[src/rtl/rxg_pkg.sv]
package rxg_pkg;
  localparam logic [7:0]  SFD_BYTE    = 8'hD5;
  localparam logic [31:0] CRC_POLY_R  = 32'hEDB88320;
  localparam logic [31:0] CRC_PRESET  = 32'hFFFFFFFF;
  localparam logic [31:0] CRC_RESIDUE = 32'hDEBB20E3;
  localparam int          FCS_BYTES   = 4;
  localparam int          ADDR_BYTES  = 6;

  // one byte of reflected CRC-32, least significant bit first
  function automatic logic [31:0] crc32_step(input logic [31:0] c, input logic [7:0] b);
    logic [31:0] r;
    r = c;
    for (int i = 0; i < 8; i++) begin
      if (r[0] ^ b[i]) r = (r >> 1) ^ CRC_POLY_R;
      else             r = r >> 1;
    end
    return r;
  endfunction
endpackage

[src/rtl/rxg_capture_gate.sv]
module rxg_capture_gate (
  input  logic clk,
  input  logic rst_n,
  input  logic dv_i,
  input  logic err_i,
  input  logic ovf_i,
  output logic start_o,
  output logic cap_o,
  output logic dv_prev_o
);
  logic hold_q;
  logic clr;

  assign start_o = dv_i & ~dv_prev_o;
  assign clr     = ~dv_i | err_i | ovf_i;
  assign cap_o   = hold_q | start_o;

  // set/reset flag, clear dominates
  always_ff @(posedge clk or negedge rst_n) begin
    if (!rst_n) begin
      dv_prev_o <= 1'b0;
      hold_q    <= 1'b0;
    end else begin
      dv_prev_o <= dv_i;
      if (clr)          hold_q <= 1'b0;
      else if (start_o) hold_q <= 1'b1;
    end
  end
endmodule

[src/rtl/rxg_crc32.sv]
module rxg_crc32
  import rxg_pkg::*;
(
  input  logic        clk,
  input  logic        rst_n,
  input  logic        init_i,
  input  logic        en_i,
  input  logic [7:0]  data_i,
  output logic [31:0] crc_o
);
  always_ff @(posedge clk or negedge rst_n) begin
    if (!rst_n)      crc_o <= CRC_PRESET;
    else if (init_i) crc_o <= CRC_PRESET;
    else if (en_i)   crc_o <= crc32_step(crc_o, data_i);
  end
endmodule

[src/rtl/rxg_addr_filter.sv]
module rxg_addr_filter
  import rxg_pkg::*;
#(
  parameter int IDX_W = 14
) (
  input  logic             clk,
  input  logic             rst_n,
  input  logic             clear_i,
  input  logic             en_i,
  input  logic [IDX_W-1:0] idx_i,
  input  logic [7:0]       data_i,
  input  logic [47:0]      station_i,
  input  logic             take_all_i,
  input  logic             take_bcast_i,
  input  logic             take_mcast_i,
  input  logic             take_ucast_i,
  output logic             pass_o
);
  logic [7:0]            dst [ADDR_BYTES];
  logic [ADDR_BYTES-1:0] oct_ff;
  logic [ADDR_BYTES-1:0] oct_me;

  for (genvar g = 0; g < ADDR_BYTES; g++) begin : g_oct
    always_ff @(posedge clk or negedge rst_n) begin
      if (!rst_n)                                 dst[g] <= 8'h00;
      else if (clear_i)                           dst[g] <= 8'h00;
      else if (en_i && idx_i == IDX_W'(g))        dst[g] <= data_i;
    end
    assign oct_ff[g] = (dst[g] == 8'hFF);
    assign oct_me[g] = (dst[g] == station_i[47-8*g -: 8]);
  end

  logic is_bcast, is_mcast, is_mine;
  assign is_bcast = &oct_ff;
  assign is_mcast = (dst[0] == 8'h01);
  assign is_mine  = &oct_me;

  assign pass_o = take_all_i
                | (is_bcast & take_bcast_i)
                | (is_mcast & take_mcast_i)
                | (is_mine  & take_ucast_i);
endmodule

[src/rtl/gmii_rx_gate.sv]
module gmii_rx_gate
  import rxg_pkg::*;
#(
  parameter int LEN_W = 14
) (
  input  logic             clk,
  input  logic             rst_n,
  input  logic             gm_valid,
  input  logic [7:0]       gm_data,
  input  logic             gm_error,
  input  logic             cfg_take_all,
  input  logic             cfg_take_bcast,
  input  logic             cfg_take_mcast,
  input  logic             cfg_take_ucast,
  input  logic [47:0]      cfg_station,
  output logic             out_valid,
  output logic [7:0]       out_data,
  input  logic             out_ready,
  output logic             ev_frame_ok,
  output logic             ev_crc_err,
  output logic             ev_phy_err,
  output logic             ev_overflow,
  output logic [LEN_W-1:0] frame_bytes
);
  localparam logic [LEN_W-1:0] CNT_MAX    = '1;
  localparam logic [LEN_W-1:0] MIN_STORED = LEN_W'(FCS_BYTES);

  // line registers
  logic       s_dv, s_er;
  logic [7:0] s_d;
  always_ff @(posedge clk or negedge rst_n) begin
    if (!rst_n) begin
      s_dv <= 1'b0;
      s_er <= 1'b0;
      s_d  <= 8'h00;
    end else begin
      s_dv <= gm_valid;
      s_er <= gm_error;
      s_d  <= gm_data;
    end
  end

  logic stall_hit;
  assign stall_hit = out_valid & ~out_ready;

  logic frm_start, cap_en, dv_prev;
  rxg_capture_gate u_gate (
    .clk       (clk),
    .rst_n     (rst_n),
    .dv_i      (s_dv),
    .err_i     (s_er),
    .ovf_i     (stall_hit),
    .start_o   (frm_start),
    .cap_o     (cap_en),
    .dv_prev_o (dv_prev)
  );

  logic             hunt_q, hunting, byte_ok, sfd_hit, store, frm_end;
  logic [LEN_W-1:0] byte_cnt;
  logic             er_seen, ovf_seen;

  assign hunting = frm_start | hunt_q;
  assign byte_ok = cap_en & s_dv & ~s_er & ~stall_hit;
  assign sfd_hit = byte_ok & hunting & (s_d == SFD_BYTE);
  assign store   = byte_ok & ~hunting;
  assign frm_end = dv_prev & ~s_dv;

  logic [31:0] crc_val;
  rxg_crc32 u_crc (
    .clk    (clk),
    .rst_n  (rst_n),
    .init_i (frm_start),
    .en_i   (store),
    .data_i (s_d),
    .crc_o  (crc_val)
  );

  logic addr_pass;
  rxg_addr_filter #(.IDX_W(LEN_W)) u_filt (
    .clk          (clk),
    .rst_n        (rst_n),
    .clear_i      (frm_start),
    .en_i         (store),
    .idx_i        (byte_cnt),
    .data_i       (s_d),
    .station_i    (cfg_station),
    .take_all_i   (cfg_take_all),
    .take_bcast_i (cfg_take_bcast),
    .take_mcast_i (cfg_take_mcast),
    .take_ucast_i (cfg_take_ucast),
    .pass_o       (addr_pass)
  );

  // per-frame tracking
  always_ff @(posedge clk or negedge rst_n) begin
    if (!rst_n) begin
      hunt_q   <= 1'b1;
      byte_cnt <= '0;
      er_seen  <= 1'b0;
      ovf_seen <= 1'b0;
    end else begin
      if (sfd_hit)        hunt_q <= 1'b0;
      else if (frm_start) hunt_q <= 1'b1;

      if (frm_start)                        byte_cnt <= '0;
      else if (store && byte_cnt != CNT_MAX) byte_cnt <= byte_cnt + 1'b1;

      if (frm_start)          er_seen <= s_er;
      else if (s_dv && s_er)  er_seen <= 1'b1;

      if (frm_start)      ovf_seen <= 1'b0;
      else if (stall_hit) ovf_seen <= 1'b1;
    end
  end

  logic ovf_any, clean, crc_good;
  assign ovf_any  = ovf_seen | stall_hit;
  assign clean    = ~er_seen & ~ovf_any & ~hunt_q;
  assign crc_good = (crc_val == CRC_RESIDUE) && (byte_cnt >= MIN_STORED);

  // output stream and verdicts
  always_ff @(posedge clk or negedge rst_n) begin
    if (!rst_n) begin
      out_valid   <= 1'b0;
      out_data    <= 8'h00;
      ev_frame_ok <= 1'b0;
      ev_crc_err  <= 1'b0;
      ev_phy_err  <= 1'b0;
      ev_overflow <= 1'b0;
      frame_bytes <= '0;
    end else begin
      out_valid <= store;
      if (store) out_data <= s_d;
      ev_phy_err  <= frm_end & er_seen;
      ev_overflow <= frm_end & ovf_any;
      ev_crc_err  <= frm_end & clean & ~crc_good;
      ev_frame_ok <= frm_end & clean & crc_good & addr_pass;
      if (frm_end && clean && crc_good && addr_pass)
        frame_bytes <= byte_cnt - MIN_STORED;
    end
  end
endmodule

[config.mk]
export PLATFORM = sky130hd
export DESIGN_NAME = gmii_rx_gate
export DESIGN_NICKNAME = d
export VERILOG_FILES = /design/src/rtl/rxg_pkg.sv /design/src/rtl/rxg_capture_gate.sv /design/src/rtl/rxg_crc32.sv /design/src/rtl/rxg_addr_filter.sv /design/src/rtl/gmii_rx_gate.sv
export SDC_FILE = /design/constraint.sdc
export NUM_CORES = 1
export LEC_CHECK = 0
export CAP_MARGIN = 20
export CORE_UTILIZATION = 35
export CTS_CLUSTER_DIAMETER = 60
export DETAILED_ROUTE_END_ITERATION = 6
export SLEW_MARGIN = 20
export SYNTH_ARGS = -nofsm -noshare
export SYNTH_HDL_FRONTEND = slang
export SYNTH_HIERARCHICAL = 1
export SYNTH_SLANG_ARGS = --single-unit
[constraint.sdc]
create_clock -name clk -period 3.35 [get_ports clk]
set_clock_uncertainty 0.15 [all_clocks]
set_input_delay 0.67 -clock clk [delete_from_list [all_inputs] [get_ports clk]]
set_output_delay 0.67 -clock clk [all_outputs]
set_load 0.03 [all_outputs]
# Yosys cells after proc, flatten, opt, wreduce, memory -nomap -nowiden
# Index checks and enable logic that the tools add are counted.
# word_totals
ff_bits	136
input_bits	65
out_inout_bits	27
word_cells	173
# classes
n_addsub	2
order_cmp	1
n_eq_ne	21
muxes	45
n_bitwise	54
n_reduce_logical	27
# op_table
operator	n
two-way mux 32 bit	24
inverter 13 -> 14 bit	8
two-way mux 8 bit	12
equality test 8 bit, second input constant	7
equality test 8 bit	6
equality test 32 bit, second input constant	1
equality test 14 x 2 -> 1 bit, second input constant	2
equality test 14 x 3 -> 1 bit, second input constant	2
two-way mux 14 bit	2
nonzero test 2 bit	12
AND 1 bit	20
adder 14 x 1 -> 14 bit, second input constant	1
equality test 14 x 1 -> 1 bit, second input constant	1
>= comparator 14 x 3 -> 1 bit, second input constant	1
logical NOT 14 bit	1
inequality test 14 bit, second input constant	1
subtractor 14 x 3 -> 14 bit, second input constant	1
logical AND 1 bit	12
AND reduction 6 bit	2
inverter 1 bit	10
equality test 8 x 1 -> 1 bit, second input constant	1
OR 1 bit	8
XOR 1 bit	8
two-way mux 1 bit	7

# Depth between registers and ports, before layout
# logic_depth
word_depth	37
mapped_depth	12
ltp_nobuf	10

# By module
# The synthesis kept the hierarchy.
# modules_own_cells
module	instances	cells_per_inst	area_each_um2	seq_area_each_um2
gmii_rx_gate	1	241	2678.8	1352.5
rxg_addr_filter	1	249	2646.3	1201.2
rxg_crc32	1	193	2153.3	840.8
rxg_capture_gate	1	6	91.3	50.0

# Least setup slack after synthesis
# OpenSTA, ideal clock, no wires.
# synth_path
kind	register -> register
startpoint	register s_dv
endpoint	register u_filt/dst[7] (netlist name)
setup_ns	0.132
arrival_ns	2.955
required_time_ns	3.068
slack_ns	0.113
stages_incl_launch_ff	12
n_path_buf	1
period_less_slack_ns	3.237
path_cell_list	dfrtp_1 > nor2b_4 > or2_2 > nand3b_1 > or3_1 > clkbuf_1 > clkinv_1 > or4b_1 > nor4b_4 > nand3_2 > mux2i_1 > nor2_1
# synth_between
elab_chain_cells	8
word_cells_on_any_way	11
cone_classes	mux: 1; bitwise: 8; reduce/logical: 2
# synth_lines
element	line	source
from (decl)	gmii_rx_gate.sv:29	logic s_dv, s_er;
from (signal assigned)	gmii_rx_gate.sv:37	s_dv <= gm_valid;
AND 1 bit	rxg_capture_gate.sv:14	assign start_o = dv_i & ~dv_prev_o;
via frm_start	gmii_rx_gate.sv:46	logic frm_start, cap_en, dv_prev;
OR 1 bit	rxg_capture_gate.sv:16	assign cap_o = hold_q | start_o;
via cap_en	gmii_rx_gate.sv:46	
AND 1 bit (3 in series)	gmii_rx_gate.sv:63	assign byte_ok = cap_en & s_dv & ~s_er & ~stall_hit;
AND 1 bit	gmii_rx_gate.sv:65	assign store = byte_ok & ~hunting;
via store	gmii_rx_gate.sv:58	logic hunt_q, hunting, byte_ok, sfd_hit, store, frm_end;
logical AND 1 bit	rxg_addr_filter.sv:27	else if (en_i && idx_i == IDX_W'(g)) dst[g] <= data_i;
nonzero test 2 bit (no source line)	n/a	
to (signal, indexed assignment)	rxg_addr_filter.sv:27	
to (decl)	rxg_addr_filter.sv:19	logic [7:0] dst [ADDR_BYTES];
# The timed path passes the listed nets, and every way through them passes these cells.
# A chain may end at the register's enable or synchronous reset.

# Final worst setup path
# layout_path
startpoint	input cfg_take_bcast
endpoint	register frame_bytes[11]
# layout_between
elab_chain_cells	5
# layout_lines
element	line	source
from (decl)	gmii_rx_gate.sv:12	input logic cfg_take_bcast,
AND 1 bit	rxg_addr_filter.sv:39	| (is_bcast & take_bcast_i)
OR 1 bit	rxg_addr_filter.sv:39	
OR 1 bit	rxg_addr_filter.sv:40	| (is_mcast & take_mcast_i)
OR 1 bit	rxg_addr_filter.sv:41	| (is_mine & take_ucast_i);
via addr_pass	gmii_rx_gate.sv:78	logic addr_pass;
logical AND 1 bit	gmii_rx_gate.sv:138	if (frm_end && clean && crc_good && addr_pass)
to (signal assigned)	gmii_rx_gate.sv:139	frame_bytes <= byte_cnt - MIN_STORED;
to (decl)	gmii_rx_gate.sv:23	output logic [LEN_W-1:0] frame_bytes
# The timed path passes the listed nets, and every way through them passes these cells.

==> impl_metrics.env <==
export IMPL_outcome="finished, final reports clean"
export IMPL_die_x_um=149.1
export IMPL_cts_resized=0
export IMPL_final_max_slew_violation_count=0
export IMPL_regToRegSetupSlack_ns=0.33
export IMPL_ys_warn_count=6
export IMPL_crit_chain="clkdlybuf4s50_1 > nand4_1 > or4_1 > nor4_1 > a311oi_1 > o21ai_1 > nor4b_4 > nand4_2 > buf_12 > mux2_4"
export IMPL_seq_area_mm2=0.003445
export IMPL_period_share_pct=93.81
export IMPL_initial_utilization_pct=35.90
export IMPL_ant_nets=0
export IMPL_dr_total_vias=5391
export IMPL_cts_sinks=136
export IMPL_synth_edff_count=0
export IMPL_leakagePower_nw=4.293
export IMPL_post_dp_hpwl_um=13490
export IMPL_cp_slowest_cell="or4_1"
export IMPL_htreeDepth=4
export IMPL_tns_ns=0
export IMPL_cellPowerDensity_mw_per_mm2=440.6
export IMPL_syn_area_per_cell_um2=10.99
export IMPL_report_final_setup_viol=0
export IMPL_worstSetupPathType="input port to flop"
export IMPL_fmaxAchievable_mhz=318.2
export IMPL_ys_flop_type="dfrtp_1"
export IMPL_crit_buf_inv=2
export IMPL_syn_area_mm2=0.007570
export IMPL_fin_crit_ns=3.143
export IMPL_cts_made_buffers=17
export IMPL_async_flop_share_pct=100.0
export IMPL_cts_tree="done"
export IMPL_dr_pass1_iters=5
export IMPL_clk_latency_ns=0.42
export IMPL_critPathArrivalTime_ns=3.29
export IMPL_synth_seq_area_share_pct=45.50
export IMPL_critPathCaptureType="flop"
export IMPL_grt_use_total_pct=18.15
export IMPL_num_rows=53
export IMPL_critPathLaunchType="input port"
export IMPL_max_stage_delay_ns=0.52
export IMPL_hold_viol=0
export IMPL_worst_slew_pin_slew_ns=1.082
export IMPL_nets=861
export IMPL_antenna_cells=0
export IMPL_synth_cells=689
export IMPL_gp_congestion=0.8429
export IMPL_grt_ovfl_total=0
export IMPL_reg2reg_depth=11
export IMPL_nFillCells=2005
export IMPL_layout_drive_gt1_share_pct=18.41
export IMPL_synth_top_area_cell="dfrtp_1"
export IMPL_yosysTopAreaCellShare_pct=34.05
export IMPL_wirelength_um=19080
export IMPL_cts_buffer_depth=2
export IMPL_r2r_start="u_gate/dv_prev_o"
export IMPL_via_per_inst=4.996
export IMPL_multi_input_area_mm2=0.003950
export IMPL_root_buffer="clkbuf_16"
export IMPL_crit_family="simple AND/OR/NAND/NOR gates"
export IMPL_clk_pin_slew_ns=0.06
export IMPL_yosys_top_cells_area="dfrtp_1, dfstp_2, xnor2_1"
export IMPL_post_cts_setup_buffers=0
export IMPL_grt_max_degree=103
export IMPL_synth_common_cells="dfrtp_1, nor2_1, xnor2_1"
export IMPL_areaGrowthSynthToFinish_pct=25.83
export IMPL_maxSlewHeadroom_pct=27.86
export IMPL_grt_pass1_vias=5418
export IMPL_die_h_um=149.1
export IMPL_rsz0062_at_grt="no"
export IMPL_hold_path_class="input port to asynchronous set/reset pin"
export IMPL_fin_util_pct=45.17
export IMPL_drcViolationCount=0
export IMPL_yosysMostFrequentCell="dfrtp_1"
export IMPL_grt_pass1_wl_um=30630
export IMPL_port_buffers=91
export IMPL_hold_buffers=0
export IMPL_die_area_mm2=0.02222
export IMPL_crit_required_ns=3.50
export IMPL_syn_nets=759
export IMPL_synth_cell_type_count=57
export IMPL_grt_antenna_before_repair=0
export IMPL_path_depth=10
export IMPL_drt_iter0_markers=408
export IMPL_r2r_end="u_filt/dst[46]"
export IMPL_core_area_mm2=0.02109
export IMPL_ys_seq_elements=136
export IMPL_cap_violations=0
export IMPL_pin_count=92
export IMPL_ir_drop_mv=0.3417
export IMPL_wl_per_cell_um=17.68
export IMPL_cp_max_fo=14
[metal layers]
layer	part of all wire, %	global-route usage [%]	up-vias
li1	-	-	2603
met3	4.0	3.914	13
met2	49	28.98	100
met4	1.1	5.408	0
met5	0	0	-
met1	46	24.59	2675
[worst max-delay path by stage]
stage,endpoint,start
6_report,frame_bytes[11],cfg_take_bcast
5_1_grt,frame_bytes[2],cfg_take_bcast
4_1_cts,frame_bytes[11],cfg_take_bcast
3_5_place_dp,frame_bytes[12],cfg_take_bcast
3_3_place_gp,frame_bytes[12],cfg_take_bcast
2_1_floorplan,u_filt/dst[7],s_dv
[layout by cell type (no fill, tap or decap), types with 3 or more instances in the layout]
cell,count
mux2_4,9
and4_1,3
mux2i_1,50
nand4b_1,6
xor2_1,34
clkdlybuf4s50_1,90
bufinv_16,5
o31ai_1,3
nand3_1,8
a211o_1,10
xnor2_1,76
a21oi_1,26
or2_2,13
o21ai_0,3
nand3b_1,5
xnor3_1,3
nor3b_1,4
dfrtp_1,103
nor3_1,8
or2_1,4
clkinv_2,3
o21ai_1,5
nor4b_1,4
xnor2_4,3
xnor2_2,12
buf_4,18
nor2_1,82
clkbuf_16,17
or4_1,6
ha_1,5
dfstp_2,33
mux2_2,10
nor2b_1,16
nor4bb_1,4
nor4_1,15
nand2_1,31
inv_1,11
nand4_1,28
[through the flow]
| stage | cell area [µm²] | hold WS (ns) | power [mW] | setup slack [ns] | cells |
|---|---|---|---|---|---|
| final | 9525 | 0.09221 | 4.197 | 0.2075 | 1079 |
| after global routing | 9525 | 0.1470 | 4.337 | 0.1470 | 1079 |
| after CTS | 9525 | 0.1125 | 4.238 | 0.2254 | 1079 |
| after detailed placement | 8871 | 0.3206 | 2.140 | -0.2266 | 1047 |
| after global placement | 8871 | 0.3174 | 2.141 | -0.1553 | 1047 |
| after floorplan | 7570 | 0.2244 | 1.946 | 0.1128 | 689 |
[power by group]
part	leakage (nW)	switching [mW]	internal, mW
logic	2.23	0.212	0.214
registers	1.75	0.0221	1.66
clock network	0.316	0.730	1.36
total	4.29	0.964	3.23
[kinds of logic (layout without fill, tap and decap cells)]
kind of cell	Yosys count	in the layout	share of synthesized area, %
simple gates	255	255	19.26
mux	69	69	9.884
xor+xnor	129	129	17.62
compound gates	55	55	4.595
fa+ha+maj	5	5	0.8264
buf+inv	40	155	2.314
flops	136	136	45.50
[sequential cells by signal, summed over array words and instances, names as in the netlist, 8 cells and up]
| signal | count |
|---|---|
| s_d | 8 |
| byte_cnt | 14 |
| out_data | 8 |
| u_filt/dst | 48 |
| frame_bytes | 14 |
| u_crc/crc_o | 32 |
[layout make-up]
type                       count  area share [%]
clock inverter                12           2.075
inverter                      12          0.4729
clock buffer                  20           4.794
timing repair buffer         111           11.41
sequential                   136           36.16
tap                          275           3.612
multi-input combinational    513           41.47
No activity file was read; power rests on OpenSTA's default activity.
